$ cat config.mk
export PLATFORM = sky130hd
export DESIGN_NAME = ldfmt_top
export DESIGN_NICKNAME = d
export VERILOG_FILES = /design/src/rtl/ldfmt_pkg.sv /design/src/rtl/ldfmt_decode.sv /design/src/rtl/ldfmt_agen.sv /design/src/rtl/ldfmt_shape.sv /design/src/rtl/ldfmt_top.sv
export SDC_FILE = /design/constraint.sdc
export NUM_CORES = 1
export LEC_CHECK = 0
export ABC_AREA = 1
export BUFFER_PORTS_ARGS = -buffer_cell sky130_fd_sc_hd__buf_2
export CAP_MARGIN = 20
export CORE_MARGIN = 10
export CORE_UTILIZATION = 46
export DETAILED_ROUTE_END_ITERATION = 7
export PLACE_DENSITY = 0.81
export SYNTH_ARGS = -nofsm -noshare
export SYNTH_HDL_FRONTEND = slang
export SYNTH_SLANG_ARGS = --single-unit
$ cat constraint.sdc
create_clock -name clk -period 3.35 [get_ports clk]
set_clock_uncertainty 0.1 [all_clocks]
set_input_delay 0.1675 -clock clk [delete_from_list [all_inputs] [get_ports clk]]
set_output_delay 0.1675 -clock clk [all_outputs]
set_load 0.01 [all_outputs]
$ cat src/rtl/ldfmt_pkg.sv
package ldfmt_pkg;
  localparam int INSN_W = 32;
  localparam int REG_IDX_W = 5;
  localparam int EXT_W = 11;

  typedef enum logic [1:0] {
    SZ_BYTE = 2'd0,
    SZ_HALF = 2'd1,
    SZ_WORD = 2'd2
  } lsize_e;

  localparam logic [5:0] OPC_LD_BYTE = 6'b110000;
  localparam logic [5:0] OPC_LD_HALF = 6'b110001;
  localparam logic [5:0] OPC_LD_WORD = 6'b110010;

  localparam logic [EXT_W-1:0] EXT_PLAIN = 11'h000;
  localparam logic [EXT_W-1:0] EXT_SWAP  = 11'h200;
  localparam logic [EXT_W-1:0] EXT_ANDEA = 11'h080;
  localparam logic [EXT_W-1:0] EXT_EXCL  = 11'h400;
endpackage

$ cat src/rtl/ldfmt_decode.sv
module ldfmt_decode
  import ldfmt_pkg::*;
(
  input  logic [5:0]       opcode,
  input  logic [EXT_W-1:0] ext,
  output logic             legal,
  output lsize_e           size,
  output logic             rev,
  output logic             ea,
  output logic             excl
);
  logic is_load;

  always_comb begin
    is_load = 1'b1;
    size    = SZ_WORD;
    case (opcode)
      OPC_LD_BYTE: size = SZ_BYTE;
      OPC_LD_HALF: size = SZ_HALF;
      OPC_LD_WORD: size = SZ_WORD;
      default:     is_load = 1'b0;
    endcase
  end

  always_comb begin
    rev   = 1'b0;
    ea    = 1'b0;
    excl  = 1'b0;
    legal = is_load;
    case (ext)
      EXT_PLAIN: ;
      EXT_SWAP:  rev = 1'b1;
      EXT_ANDEA: begin
        ea = 1'b1;
        if (size == SZ_WORD) legal = 1'b0;
      end
      EXT_EXCL: begin
        excl = 1'b1;
        if (size != SZ_WORD) legal = 1'b0;
      end
      default:   legal = 1'b0;
    endcase
  end
endmodule

$ cat src/rtl/ldfmt_agen.sv
module ldfmt_agen
  import ldfmt_pkg::*;
#(
  parameter int XLEN   = 32,
  parameter int LANE_W = $clog2(XLEN/8)
)(
  input  logic [XLEN-1:0]   ra,
  input  logic [XLEN-1:0]   rb,
  input  lsize_e            size,
  input  logic              rev,
  input  logic              ea,
  output logic [XLEN-1:0]   addr,
  output logic [LANE_W-1:0] lane,
  output logic [XLEN/8-1:0] be
);
  localparam int NBYTE = XLEN/8;

  always_comb begin
    addr = ea ? (ra & rb) : (ra + rb);
    lane = '0;
    be   = '0;
    case (size)
      SZ_BYTE: begin
        lane = addr[LANE_W-1:0] ^ {LANE_W{rev}};
        be   = NBYTE'(1) << (NBYTE-1-int'(lane));
      end
      SZ_HALF: begin
        lane = {addr[LANE_W-1:1], 1'b0};
        be   = NBYTE'(3) << (NBYTE-2-int'(lane));
      end
      default: begin
        lane = '0;
        be   = '1;
      end
    endcase
  end
endmodule

$ cat src/rtl/ldfmt_shape.sv
module ldfmt_shape
  import ldfmt_pkg::*;
#(
  parameter int XLEN   = 32,
  parameter int LANE_W = $clog2(XLEN/8)
)(
  input  logic [XLEN-1:0]   rdata,
  input  lsize_e            size,
  input  logic [LANE_W-1:0] lane,
  input  logic              rev,
  output logic [XLEN-1:0]   data
);
  localparam int NBYTE = XLEN/8;

  logic [XLEN-1:0] word_fmt;
  logic [XLEN-1:0] sh;
  logic [15:0]     half;

  for (genvar g = 0; g < NBYTE; g++) begin : g_swap
    assign word_fmt[8*g +: 8] = rev ? rdata[8*(NBYTE-1-g) +: 8] : rdata[8*g +: 8];
  end

  always_comb begin
    sh   = '0;
    half = '0;
    data = '0;
    case (size)
      SZ_BYTE: begin
        sh   = rdata >> (8*(NBYTE-1-int'(lane)));
        data = XLEN'(sh[7:0]);
      end
      SZ_HALF: begin
        sh   = rdata >> (8*(NBYTE-2-int'(lane)));
        half = rev ? {sh[7:0], sh[15:8]} : sh[15:0];
        data = XLEN'(half);
      end
      default: data = word_fmt;
    endcase
  end
endmodule

$ cat src/rtl/ldfmt_top.sv
module ldfmt_top
  import ldfmt_pkg::*;
#(
  parameter int XLEN = 32
)(
  input  logic                 clk,
  input  logic                 rst,
  input  logic                 issue_valid,
  output logic                 issue_ready,
  input  logic [INSN_W-1:0]    instr,
  input  logic [XLEN-1:0]      ra_val,
  input  logic [XLEN-1:0]      rb_val,
  output logic                 mem_rd,
  output logic [XLEN-1:0]      mem_addr,
  output logic [XLEN/8-1:0]    mem_be,
  input  logic [XLEN-1:0]      mem_rdata,
  input  logic                 mem_rvalid,
  output logic                 wb_en,
  output logic [REG_IDX_W-1:0] wb_reg,
  output logic [XLEN-1:0]      wb_data,
  input  logic                 resv_clr,
  output logic                 resv,
  output logic                 illegal
);
  localparam int NBYTE  = XLEN/8;
  localparam int LANE_W = $clog2(NBYTE);

  logic                 d_legal, d_rev, d_ea, d_excl;
  lsize_e               d_size;
  logic [XLEN-1:0]      a_addr;
  logic [LANE_W-1:0]    a_lane;
  logic [NBYTE-1:0]     a_be;

  logic                 busy;
  logic                 accept;
  logic                 done;
  lsize_e               size_q;
  logic [LANE_W-1:0]    lane_q;
  logic                 rev_q;
  logic                 excl_q;
  logic [REG_IDX_W-1:0] rd_q;

  // operand index fields are resolved upstream; only the values arrive here
  logic unused_src_fields;
  assign unused_src_fields = ^instr[20:11];

  ldfmt_decode u_decode (
    .opcode (instr[31:26]),
    .ext    (instr[EXT_W-1:0]),
    .legal  (d_legal),
    .size   (d_size),
    .rev    (d_rev),
    .ea     (d_ea),
    .excl   (d_excl)
  );

  ldfmt_agen #(.XLEN(XLEN), .LANE_W(LANE_W)) u_agen (
    .ra   (ra_val),
    .rb   (rb_val),
    .size (d_size),
    .rev  (d_rev),
    .ea   (d_ea),
    .addr (a_addr),
    .lane (a_lane),
    .be   (a_be)
  );

  ldfmt_shape #(.XLEN(XLEN), .LANE_W(LANE_W)) u_shape (
    .rdata (mem_rdata),
    .size  (size_q),
    .lane  (lane_q),
    .rev   (rev_q),
    .data  (wb_data)
  );

  assign issue_ready = ~busy;
  assign accept      = issue_valid & ~busy;
  assign done        = busy & mem_rvalid;
  assign wb_en       = done;
  assign wb_reg      = rd_q;

  always_ff @(posedge clk) begin
    if (rst) begin
      busy     <= 1'b0;
      mem_rd   <= 1'b0;
      mem_addr <= '0;
      mem_be   <= '0;
      illegal  <= 1'b0;
      size_q   <= SZ_WORD;
      lane_q   <= '0;
      rev_q    <= 1'b0;
      excl_q   <= 1'b0;
      rd_q     <= '0;
    end else begin
      mem_rd  <= 1'b0;
      illegal <= 1'b0;
      if (done) busy <= 1'b0;
      if (accept) begin
        if (d_legal) begin
          busy     <= 1'b1;
          mem_rd   <= 1'b1;
          mem_addr <= a_addr;
          mem_be   <= a_be;
          size_q   <= d_size;
          lane_q   <= a_lane;
          rev_q    <= d_rev;
          excl_q   <= d_excl;
          rd_q     <= instr[25:21];
        end else begin
          illegal  <= 1'b1;
        end
      end
    end
  end

  always_ff @(posedge clk) begin
    if (rst)                resv <= 1'b0;
    else if (resv_clr)      resv <= 1'b0;
    else if (done & excl_q) resv <= 1'b1;
  end
endmodule

Yosys cells after proc, flatten, opt, wreduce, memory -nomap -nowiden
Index checks and enable logic that the tools add are counted.
- bits in registers: 51
- bits in latches: 0
- RAM bits: 0
- memory bits (read-only): 0
- output and inout port bits: 78
- word-level logic and storage cells: 67
- memories kept: 0
- add/subtract/negate cells: 5
- $mul: 0
- divide/modulo/power cells: 0
- order comparisons: 0
- equality and inequality tests: 10
- shifts and indexed selects: 4
- mux-type cells: 22
- bitwise gates (word level): 7
- reduce and logical (&&, ||, !) cells: 8
- operator list (kind ; count):
    $pmux 32 s2 ; 1
    $add 32x32->32 ; 1
    $and 32x32->32 ; 1
    $mux 32 ; 1
    $mux 8 ; 4
    $shl 1x32->4 const A ; 1
    $shl 2x32->4 const A ; 1
    $shr 32x32->16 ; 1
    $shr 32x32->8 ; 1
    $eq 6x6->1 const B ; 3
    $mux 16 ; 1
    $sub 2x2->3 const A ; 4
    $eq 11x10->1 const B ; 1
    $eq 11x11->1 const B ; 1
    $eq 11x8->1 const B ; 1
    $logic_not 11->1 ; 1
    $mux 1 ; 11
    $pmux 2 s2 ; 2
    $pmux 4 s2 ; 1
    $reduce_or 2->1 ; 3
    $eq 2x1->1 const B ; 2
    $logic_not 2->1 ; 2
    $and 1x1->1 ; 3
    $pmux 1 s3 ; 1
    6 further kinds ; 7

Depth between registers and ports, before layout
Gate-level depths: netlist of run 1.
- depth in word-level cells: 7
- depth in mapped cells: 14

By module
From an unflattened synthesis of run 1, not the netlist that was laid out.
- cell total of the unflattened synthesis: 1312
- area total of the unflattened synthesis: 6849.1 um^2
- modules (own cells, without submodules) (module ; times used ; cells each ; area each (um^2)):
    ldfmt_agen ; 1 ; 603 ; 2889.0
    ldfmt_top ; 1 ; 314 ; 2079.5
    ldfmt_shape ; 1 ; 359 ; 1697.9
    ldfmt_decode ; 1 ; 36 ; 182.7

Worst setup path after synthesis of run 1
OpenSTA, ideal clock, no wires.
- path type: in2reg
- start point: input port ra_val[0]
- end point: register mem_addr[28]
- arrival time: 1577 ps
- required time: 3118 ps
- setup slack: 1540 ps
- stages: 13
- path buffers: 0
- path through: ha_1 inv_1 fa_1 inv_1 nand3_1 nand3_1 nand3_1 nand3_1 nand2_1 nand3_1 nand3_1 nand2_1 a21oi_1
- cells in the longest elaborated chain, start to end: 2
- RTL lines (item ; line ; source):
    from (decl) ; ldfmt_top.sv:11 ; input logic [XLEN-1:0] ra_val,
    $add 32x32->32 ; ldfmt_agen.sv:19 ; addr = ea ? (ra & rb) : (ra + rb);
    $mux 32 ; ldfmt_agen.sv:19 ;
    to (signal assigned) ; ldfmt_top.sv:102 ; mem_addr <= a_addr;
    to (decl) ; ldfmt_top.sv:14 ; output logic [XLEN-1:0] mem_addr,
No other way between the ends.
A chain may end at the register's enable or synchronous reset.

Final worst setup path of run 1
- start point: register lane_q[1]
- end point: output port wb_data[5]
- cells in the longest elaborated chain, start to end: 4
- elaborated cells between the ends (all ways): 6
- classes of those cells: 2 x add/sub; 2 x shift; 2 x mux
- RTL lines (item ; line ; source):
    from (decl) ; ldfmt_top.sv:38 ; logic [LANE_W-1:0] lane_q;
    from (signal assigned) ; ldfmt_top.sv:105 ; lane_q <= a_lane;
    $sub 2x2->3 ; ldfmt_shape.sv:33 ; sh = rdata >> (8*(NBYTE-2-int'(lane)));
    $shr 32x32->16 ; ldfmt_shape.sv:33 ;
    $mux 16 ; ldfmt_shape.sv:34 ; half = rev ? {sh[7:0], sh[15:8]} : sh[15:0];
    $pmux 32 s2 (*) ; ldfmt_shape.sv:27 ; case (size)
    to (decl) ; ldfmt_top.sv:20 ; output logic [XLEN-1:0] wb_data,
Every way passes the cells marked *; elsewhere a longest branch is shown, timed or not.

==> results of run 1 <==
worst max path at each step:
stage	end	startpoint	depth (start not counted)	slack, ps
floorplan	mem_addr[28]	ra_val[0]	13	1540
global placement	wb_data[5]	lane_q[1]	10	740
detailed placement	wb_data[5]	lane_q[1]	10	660
CTS	wb_data[5]	lane_q[1]	10	330
global route	wb_data[7]	lane_q[1]	10	90
finish	wb_data[5]	lane_q[1]	10	340
critical path, stage by stage, from the launching register on:
cell and delay (ps):
dfxtp_1 370, ha_1 740, inv_1 460, a21oi_1 230, o21ai_0 90, nand2_1 90, nand2_1 60, nand2_1 80
nand3_1 70, nand3_1 100, buf_2 140
logic make-up after synthesis:
| family | after synthesis | synth area share |
|---|---|---|
| and+or+nand+nor | 610 | 0.404 |
| AOI/OAI and AO/OA | 227 | 0.201 |
| buffers and inverters | 226 | 0.142 |
| DFF | 51 | 0.164 |
| adders and majority gates | 34 | 0.0696 |
| xor gates and xnor gates | 14 | 0.0197 |
routing by layer:
metal | vias to the layer above | wire [um] | global-route usage
met2 | 325 | 9620 | 0.364
li1 | 4038 | - | -
met4 | 0 | 576 | 0.0734
met1 | 3450 | 8770 | 0.268
met3 | 39 | 1700 | 0.0280
met5 | - | 0 | 0
power groups by stage:
| stage | logic, mW | clock network [mW] | registers (mW) |
|---|---|---|---|
| after global placement | 0.643 | 0 | 0.621 |
| final | 0.661 | 0.530 | 0.607 |
| after global routing | 0.753 | 0.559 | 0.606 |
| after CTS | 0.655 | 0.537 | 0.607 |
| after detailed placement | 0.650 | 0 | 0.621 |
| after floorplan | 0.441 | 0 | 0.621 |
through the flow:
stage,instance area (um^2),power [mW],std cells,setup WS (ps),utilization
floorplan,6220,1.06,1162,1540,-
global placement,7280,1.26,1500,741,0.550
detailed placement,7280,1.27,1500,658,0.550
CTS,7450,1.80,1509,331,0.563
global route,7480,1.92,1510,90.8,0.565
finish,7480,1.80,1510,341,0.565
final cells by class:
cell class	instances	area, um^2
fill	1404	5760
multi-input combinational	885	4320
timing repair buffer	208	1090
sequential	51	1020
inverter	183	688
tap	176	220
clock buffer	6	139
clock inverter	1	8.76
synthesized netlist by cell type, types with 4 or more instances:
| library cell | number | area, um^2 |
|---|---|---|
| a21oi_1 | 105 | 526 |
| buf_2 | 5 | 25.0 |
| clkbuf_1 | 32 | 120 |
| dfxtp_1 | 51 | 1020 |
| ha_1 | 33 | 413 |
| inv_1 | 174 | 653 |
| inv_2 | 5 | 18.8 |
| nand2_1 | 383 | 1440 |
| nand2_2 | 6 | 37.5 |
| nand3_1 | 95 | 475 |
| nand4_1 | 6 | 37.5 |
| nor2_1 | 99 | 372 |
| nor2_2 | 4 | 25.0 |
| nor2_4 | 4 | 45.0 |
| nor3_1 | 7 | 35.0 |
| o211ai_1 | 11 | 82.6 |
| o21a_1 | 10 | 75.1 |
| o21ai_0 | 78 | 390 |
| o21ai_1 | 7 | 35.0 |
| o221ai_1 | 5 | 43.8 |
| xnor2_1 | 11 | 96.3 |
layout by cell type, fill, tap and decap left out, drive strengths merged, types with 4 or more instances in the layout:
cell type	n
nand3	97
o21ai	88
nor2	107
nand4	6
a21oi	106
buf	206
o211ai	12
nor3	7
ha	33
inv	180
clkbuf	6
o21a	10
dfxtp	51
xnor2	11
o221ai	5
clkinv	4
nand2	389
repair_timing:
| action | in CTS | in global routing |
|---|---|---|
| endpoints found under the hold margin | 2 | 0 |
| setup endpoints to repair | 0 | 0 |
| hold buffers | 2 | 0 |
==> results by stage, run 1 <==
Global routing:
- The remaining global-route overflow is 0.
- The largest net degree at the start of global routing is 60.
- The number of antenna violations at the first check in global routing is 0.
- The global-route wire length before repair is 33100 um.
- The number of global-route vias before repair came to 7057.
- The total global-route track usage is 0.213.

Placed design:
- Once detailed placement completed, the half-perimeter wirelength came to 16500 um.
- Port buffering added 200 buffers.
- Routability-driven placement finished with a final weighted congestion of slightly below 1.

Min path:
- In this run the most critical hold path is launched from instr[24].
- The worst hold path terminates at wb_reg[3].
- The worst hold path cell count is 3.
- The worst hold path belongs to the class input pin to register.

Pwr:
- In this run the power density over the cells is 240 mW/mm^2.
- The share of power burned in the clock network is 0.295.
- Of the total power, the share spent switching nets is 0.355.
- The relative contribution of combinational cells to total power is 0.368.
- The maximum vdd drop is 0.167 mV.
- The share of total power dissipated in sequential elements is 0.337.
- The internal power component is 1.16 mW.
- The cell leakage power is 4.33 nW.
- The switching power of the nets is 0.638 mW.

Timing:
- Static timing analysis puts the maximum clock frequency at about 330 MHz.
- The hold slack is 2.56 ps.
- At the pin with the least slew margin, the transition time is 707 ps.
- The smallest clock period supported by the final layout is computed as 3010 ps.
- The final setup TNS is 0 ps.
- The share of the clock period used by the worst path after layout is 0.898.
- The count of final hold-check violations is 0.
- Setup violations remaining at the end of the flow were counted as 0.
- The max-slew violation count is 0.
- Setup repair after global routing left no endpoint under its margin.
- The remaining max-slew budget at the tightest pin is 0.528.

Setup path:
- For flop-to-flop paths, the worst setup slack is 1530 ps.
- The endpoint of the lowest-slack register-to-register path is mem_addr[9].
- The critical path class is register to output port.
- STA puts the critical path data required time at roughly 3000 ps.
- In this run the worst path has a maximum fanout of 21.
- The depth of the worst register-to-register path is 7.
- The critical register-to-register path startpoint is busy.
- The critical path endpoint category is an output port.
- STA classifies the critical path startpoint as a register.
- The worst path arrival time is between 2000 and 3000 ps.

Synth:
- For this run, the number of Yosys warnings is 0.
- The most instantiated flip-flop cell in the synthesis netlist is dfxtp_1.
- The portion of the post-synthesis area used by sequential elements is 0.164.
- The cell count after synthesis came out at roughly 1200.
- The area of the mapped netlist is just over 0.006 mm^2.
- In this run, distinct cell masters in the synthesized netlist total 39.
- A synthesized cell averages about 5.4 um^2.
- In this run, synthesis inferred 0 flip-flops with an integrated enable.
- The synthesized design contains 51 register bits.
- The share of flip-flops with an asynchronous set or reset after synthesis is 0.
- The number of nets handed over by synthesis was 1329.

Floorplanning:
- The area enclosed by the die boundary is 0.0186 mm^2.
- The I/O pin count is roughly 210.
- The floorplan step set the die height to 136 um.
- The cell row count is 42.
- The initial core utilization is 0.470.
- The width of the chip is 136 um.
- The core region is 0.0132 mm^2.

Finish:
- The proportion of layout cells with a drive suffix above 1 is 0.180.
- The register with the most flip-flops in the layout has 32 of them.
- The number of antenna diodes in the final layout is 0.
- The area growth from synthesis to layout is 20.3%.
- The final layout net count is 1501.

Detailed routing:
- In this run the remaining antenna-violating nets after routing total 0.
- Using the TritonRoute via totals, the vias-per-cell ratio works out to 5.20.
- In the final routed layout, each cell accounts on average for 13.7 um.
- The number of design rule violations left after detail routing is 0.
- The final routed wirelength across all metal layers is 20700 um.
- The final route contains 7852 vias.
- The length of the first detailed-routing pass in iterations is 5.
- After the first detailed-routing iteration, the DRC count stood at 593.

Clock network:
- The number of buffers created by CTS is 5.
- The later-pin clock latency in the skew report is 300 ps.
- The maximum buffer depth of the clock tree is 2.
- The number of clock sinks seen by CTS is 51.
- Buffers added to address setup during post-CTS repair amount to 0.
- TritonCTS built the clock tree.
- After clock tree synthesis, the clock-pin slew on the worst setup and hold paths is ~70 ps.
- Gates resized during post-CTS repair numbered 0.
- The buffer type at the clock tree root is clkbuf_16.
- The H-tree generated during clock tree synthesis spans 2 levels.

Run status:
- The flow ran to the end, and the final reports show no timing, DRC or antenna violations.

Run:
- The number of maximum-capacitance violations is 0.
No activity file was read; power rests on OpenSTA's default activity.
==> inputs of run 2 (changes only) <==
==> constraint.sdc (replaced) <==
create_clock -name clk -period 3.35 [get_ports clk]
set_clock_uncertainty 0.1 [all_clocks]
set_input_delay 0.335 -clock clk [delete_from_list [all_inputs] [get_ports clk]]
set_output_delay 0.335 -clock clk [all_outputs]
set_load 0.01 [all_outputs]
==> results by stage, run 2 (synthesis results as in run 1) <==
Finish:
- The most common cell after layout, fill and taps aside is nand2_1.
- The layout filler cell count is 1391.
- The final layout contains 1498 nets.
- Relative to the synthesized area, the layout overhead comes to 19.5%.
- The number of flip-flops in the largest register is 32.
- Of the cells placed in the final design, the portion with a size suffix greater than 1 is 0.180.
- In the layout the commonest cells are 383 x nand2_1, 200 x buf_2, 174 x inv_1.
- The repair_antennas step left the layout with diodes totalling 0.
- The final design instance area without fill is 0.00743 mm^2.

Timing:
- Measured against its own limit, the worst slew margin works out to 0.292.
- The peak clock frequency supported by timing is around 340 MHz.
- The count of final hold-check violations is 0.
- Setup repair after global routing left no endpoint under its margin.
- Hold is met by 82.7 ps.
- The worst path needs just under 3000 ps of the cycle, external delays included.
- The max-slew violation count is 0.
- The transition time at the pin with the least slew margin is ~1100 ps.
- After routing, the total negative slack on setup checks comes to 0 ps.
- In the finished design, the share of the clock period the worst path needs comes to 0.877.
- Setup violations remaining at the end of the flow were counted as 0.

Setup path:
- The largest individual stage delay along the critical path comes from the cell inv_1.
- The critical path required time is around 2900 ps.
- The endpoint identified for the worst register-to-register timing path is mem_addr[10].
- Walking the worst path, the cells encountered are ha_1 -> buf_4 -> inv_1 -> a21oi_1 -> o21ai_0 -> nand2_1 -> nand2_1 -> nand2_1 -> nand3_1 -> nand3_1 -> buf_2.
- The type of element launching the critical path is a register.
- The worst register-to-register path begins at busy.
- The highest fanout seen on the critical path is 21.
- For the worst setup path, the data arrival time is 2500 ps.
- The critical path endpoint category is an output port.
- The most numerous cell type found on the critical path is nand2_1.
- The internal reg-to-reg setup slack is between 1500 and 2000 ps.
- Among cell families on the critical path, the largest total delay comes from buffers and inverters.
- The critical path class is register to output port.
- The depth of the worst register-to-register path is 7.
- In this design, the stage delay of the slowest critical-path cell is 450 ps.
- The number of buffers and inverters on the critical path is 3.

Global routing:
- Entering global routing, the biggest net connects 60 pins.
- Across every metal layer, demand over resource in global routing totals 0.215.
- The number of global-route vias before repair is ~7100.
- The number of antenna violations at the first check in global routing is 0.
- After global routing the overflow that remains totals 0.
- The global-route wire length before repair is 33400 um.

Clock network:
- TritonCTS built the clock tree.
- The later pin in the worst-skew pair is clocked with a latency of 300 ps.
- The H-tree was split into 2 levels.
- After clock tree synthesis, the clock-pin slew on the worst setup and hold paths is roughly 80 ps.
- The clock passes through at most 2 buffers.
- For this design, the sink count on the clock tree is 51.
- The number of buffers created by CTS is 5.
- The count of hold buffers inserted by post-cts repair is 0.
- The buffer type at the clock tree root is clkbuf_16.
- The number of buffers inserted to repair setup after CTS is 0.
- The count of instances resized after the clock tree is built is 0.

Floorplanning:
- The width of the chip is about 140 um.
- For this design the top-level I/O count stands at 211.
- After floorplanning, the core was sized to cover 0.0132 mm^2.
- The initial core utilization is 0.470.
- The cell row count is 42.
- From bottom edge to top edge, the die measures about 140 um.
- The area enclosed by the die boundary is 0.0186 mm^2.

Placed design:
- The weighted congestion at the end of routability-driven global placement is 0.962.
- The placed instances occupy a cell area of 0.00728 mm^2.
- Buffers placed on the I/O ports in this run total 200.
- The detailed placement HPWL is 16600 um.

Min path:
- The worst hold path terminates at resv.
- The path class of the tightest hold or removal check is input pin to register.
- The source of the worst hold timing path is resv_clr.
- The worst hold path cell count is 2.

Detailed routing:
- After detailed routing, the total wire length is 20800 um.
- The via count normalized by instance count is ~5.2.
- In this run the remaining antenna-violating nets after routing total 0.
- The length of the first detailed-routing pass in iterations is 7.
- The via count is 7800.
- The number of design rule violations left after detail routing is 0.
- The first routing iteration left 689 violations.
- After detailed routing, the average wire length per cell comes to 13.8 um.

Run status:
- The flow ran to the end, and the final reports show no timing, DRC or antenna violations.

Pwr:
- The total power divided by cell area is 242 mW/mm^2.
- The cell leakage power is 4.30 nW.
- Across the VDD grid, the largest voltage drop is 0.167 mV.

Run:
- Across the run, the number of max-cap violations was 0.
run 2: cell count changes in the layout (fill, tap and decap cells not counted), sizes merged:
cell	change
clkinv	+1
clkinvlp	+1
buf	-1
clkbuf	-1
dlygate4sd3	-2
run 2: layer usage:
layer / up-vias / part of all wire / GRT usage
li1: 4031 / - / -
met1: 3397 / 0.42 / 0.271
met4: 0 / 0.019 / 0.0651
met5: - / 0 / 0
met3: 24 / 0.087 / 0.0292
met2: 348 / 0.47 / 0.371
run 2: stage by stage:
step / setup slack (ps) / total power, mW / util / instances
floorplan: 1370 / 1.06 / - / 1162
global placement: 866 / 1.26 / 0.550 / 1500
detailed placement: 843 / 1.27 / 0.550 / 1500
CTS: 504 / 1.80 / 0.561 / 1508
global route: 210 / 1.92 / 0.561 / 1508
finish: 413 / 1.80 / 0.561 / 1508
run 2: final cells by class:
class                      instances  area (um^2)  share of cell area
multi-input combinational        885         4320               0.581
timing repair buffer             205         1040               0.140
sequential                        51         1020               0.137
inverter                         183          688              0.0926
tap                              176          220              0.0296
clock buffer                       5          125              0.0168
clock inverter                     3         23.8             0.00320
run 2: worst max path at each step:
stage	start	end	slack (ps)	cells after the start
6_report	lane_q[1]	wb_data[0]	410	11
5_1_grt	lane_q[1]	wb_data[5]	210	11
4_1_cts	lane_q[1]	wb_data[0]	500	11
3_5_place_dp	lane_q[1]	wb_data[0]	840	11
3_3_place_gp	lane_q[1]	wb_data[0]	870	11
2_1_floorplan	ra_val[0]	mem_addr[28]	1370	13
run 2: where the power goes:
group          switching, mW  leakage [nW]  internal (mW)
registers           0.000148         0.411          0.606
clock network          0.250        0.0717          0.282
logic                  0.407          3.82          0.255
total                  0.657          4.30           1.14
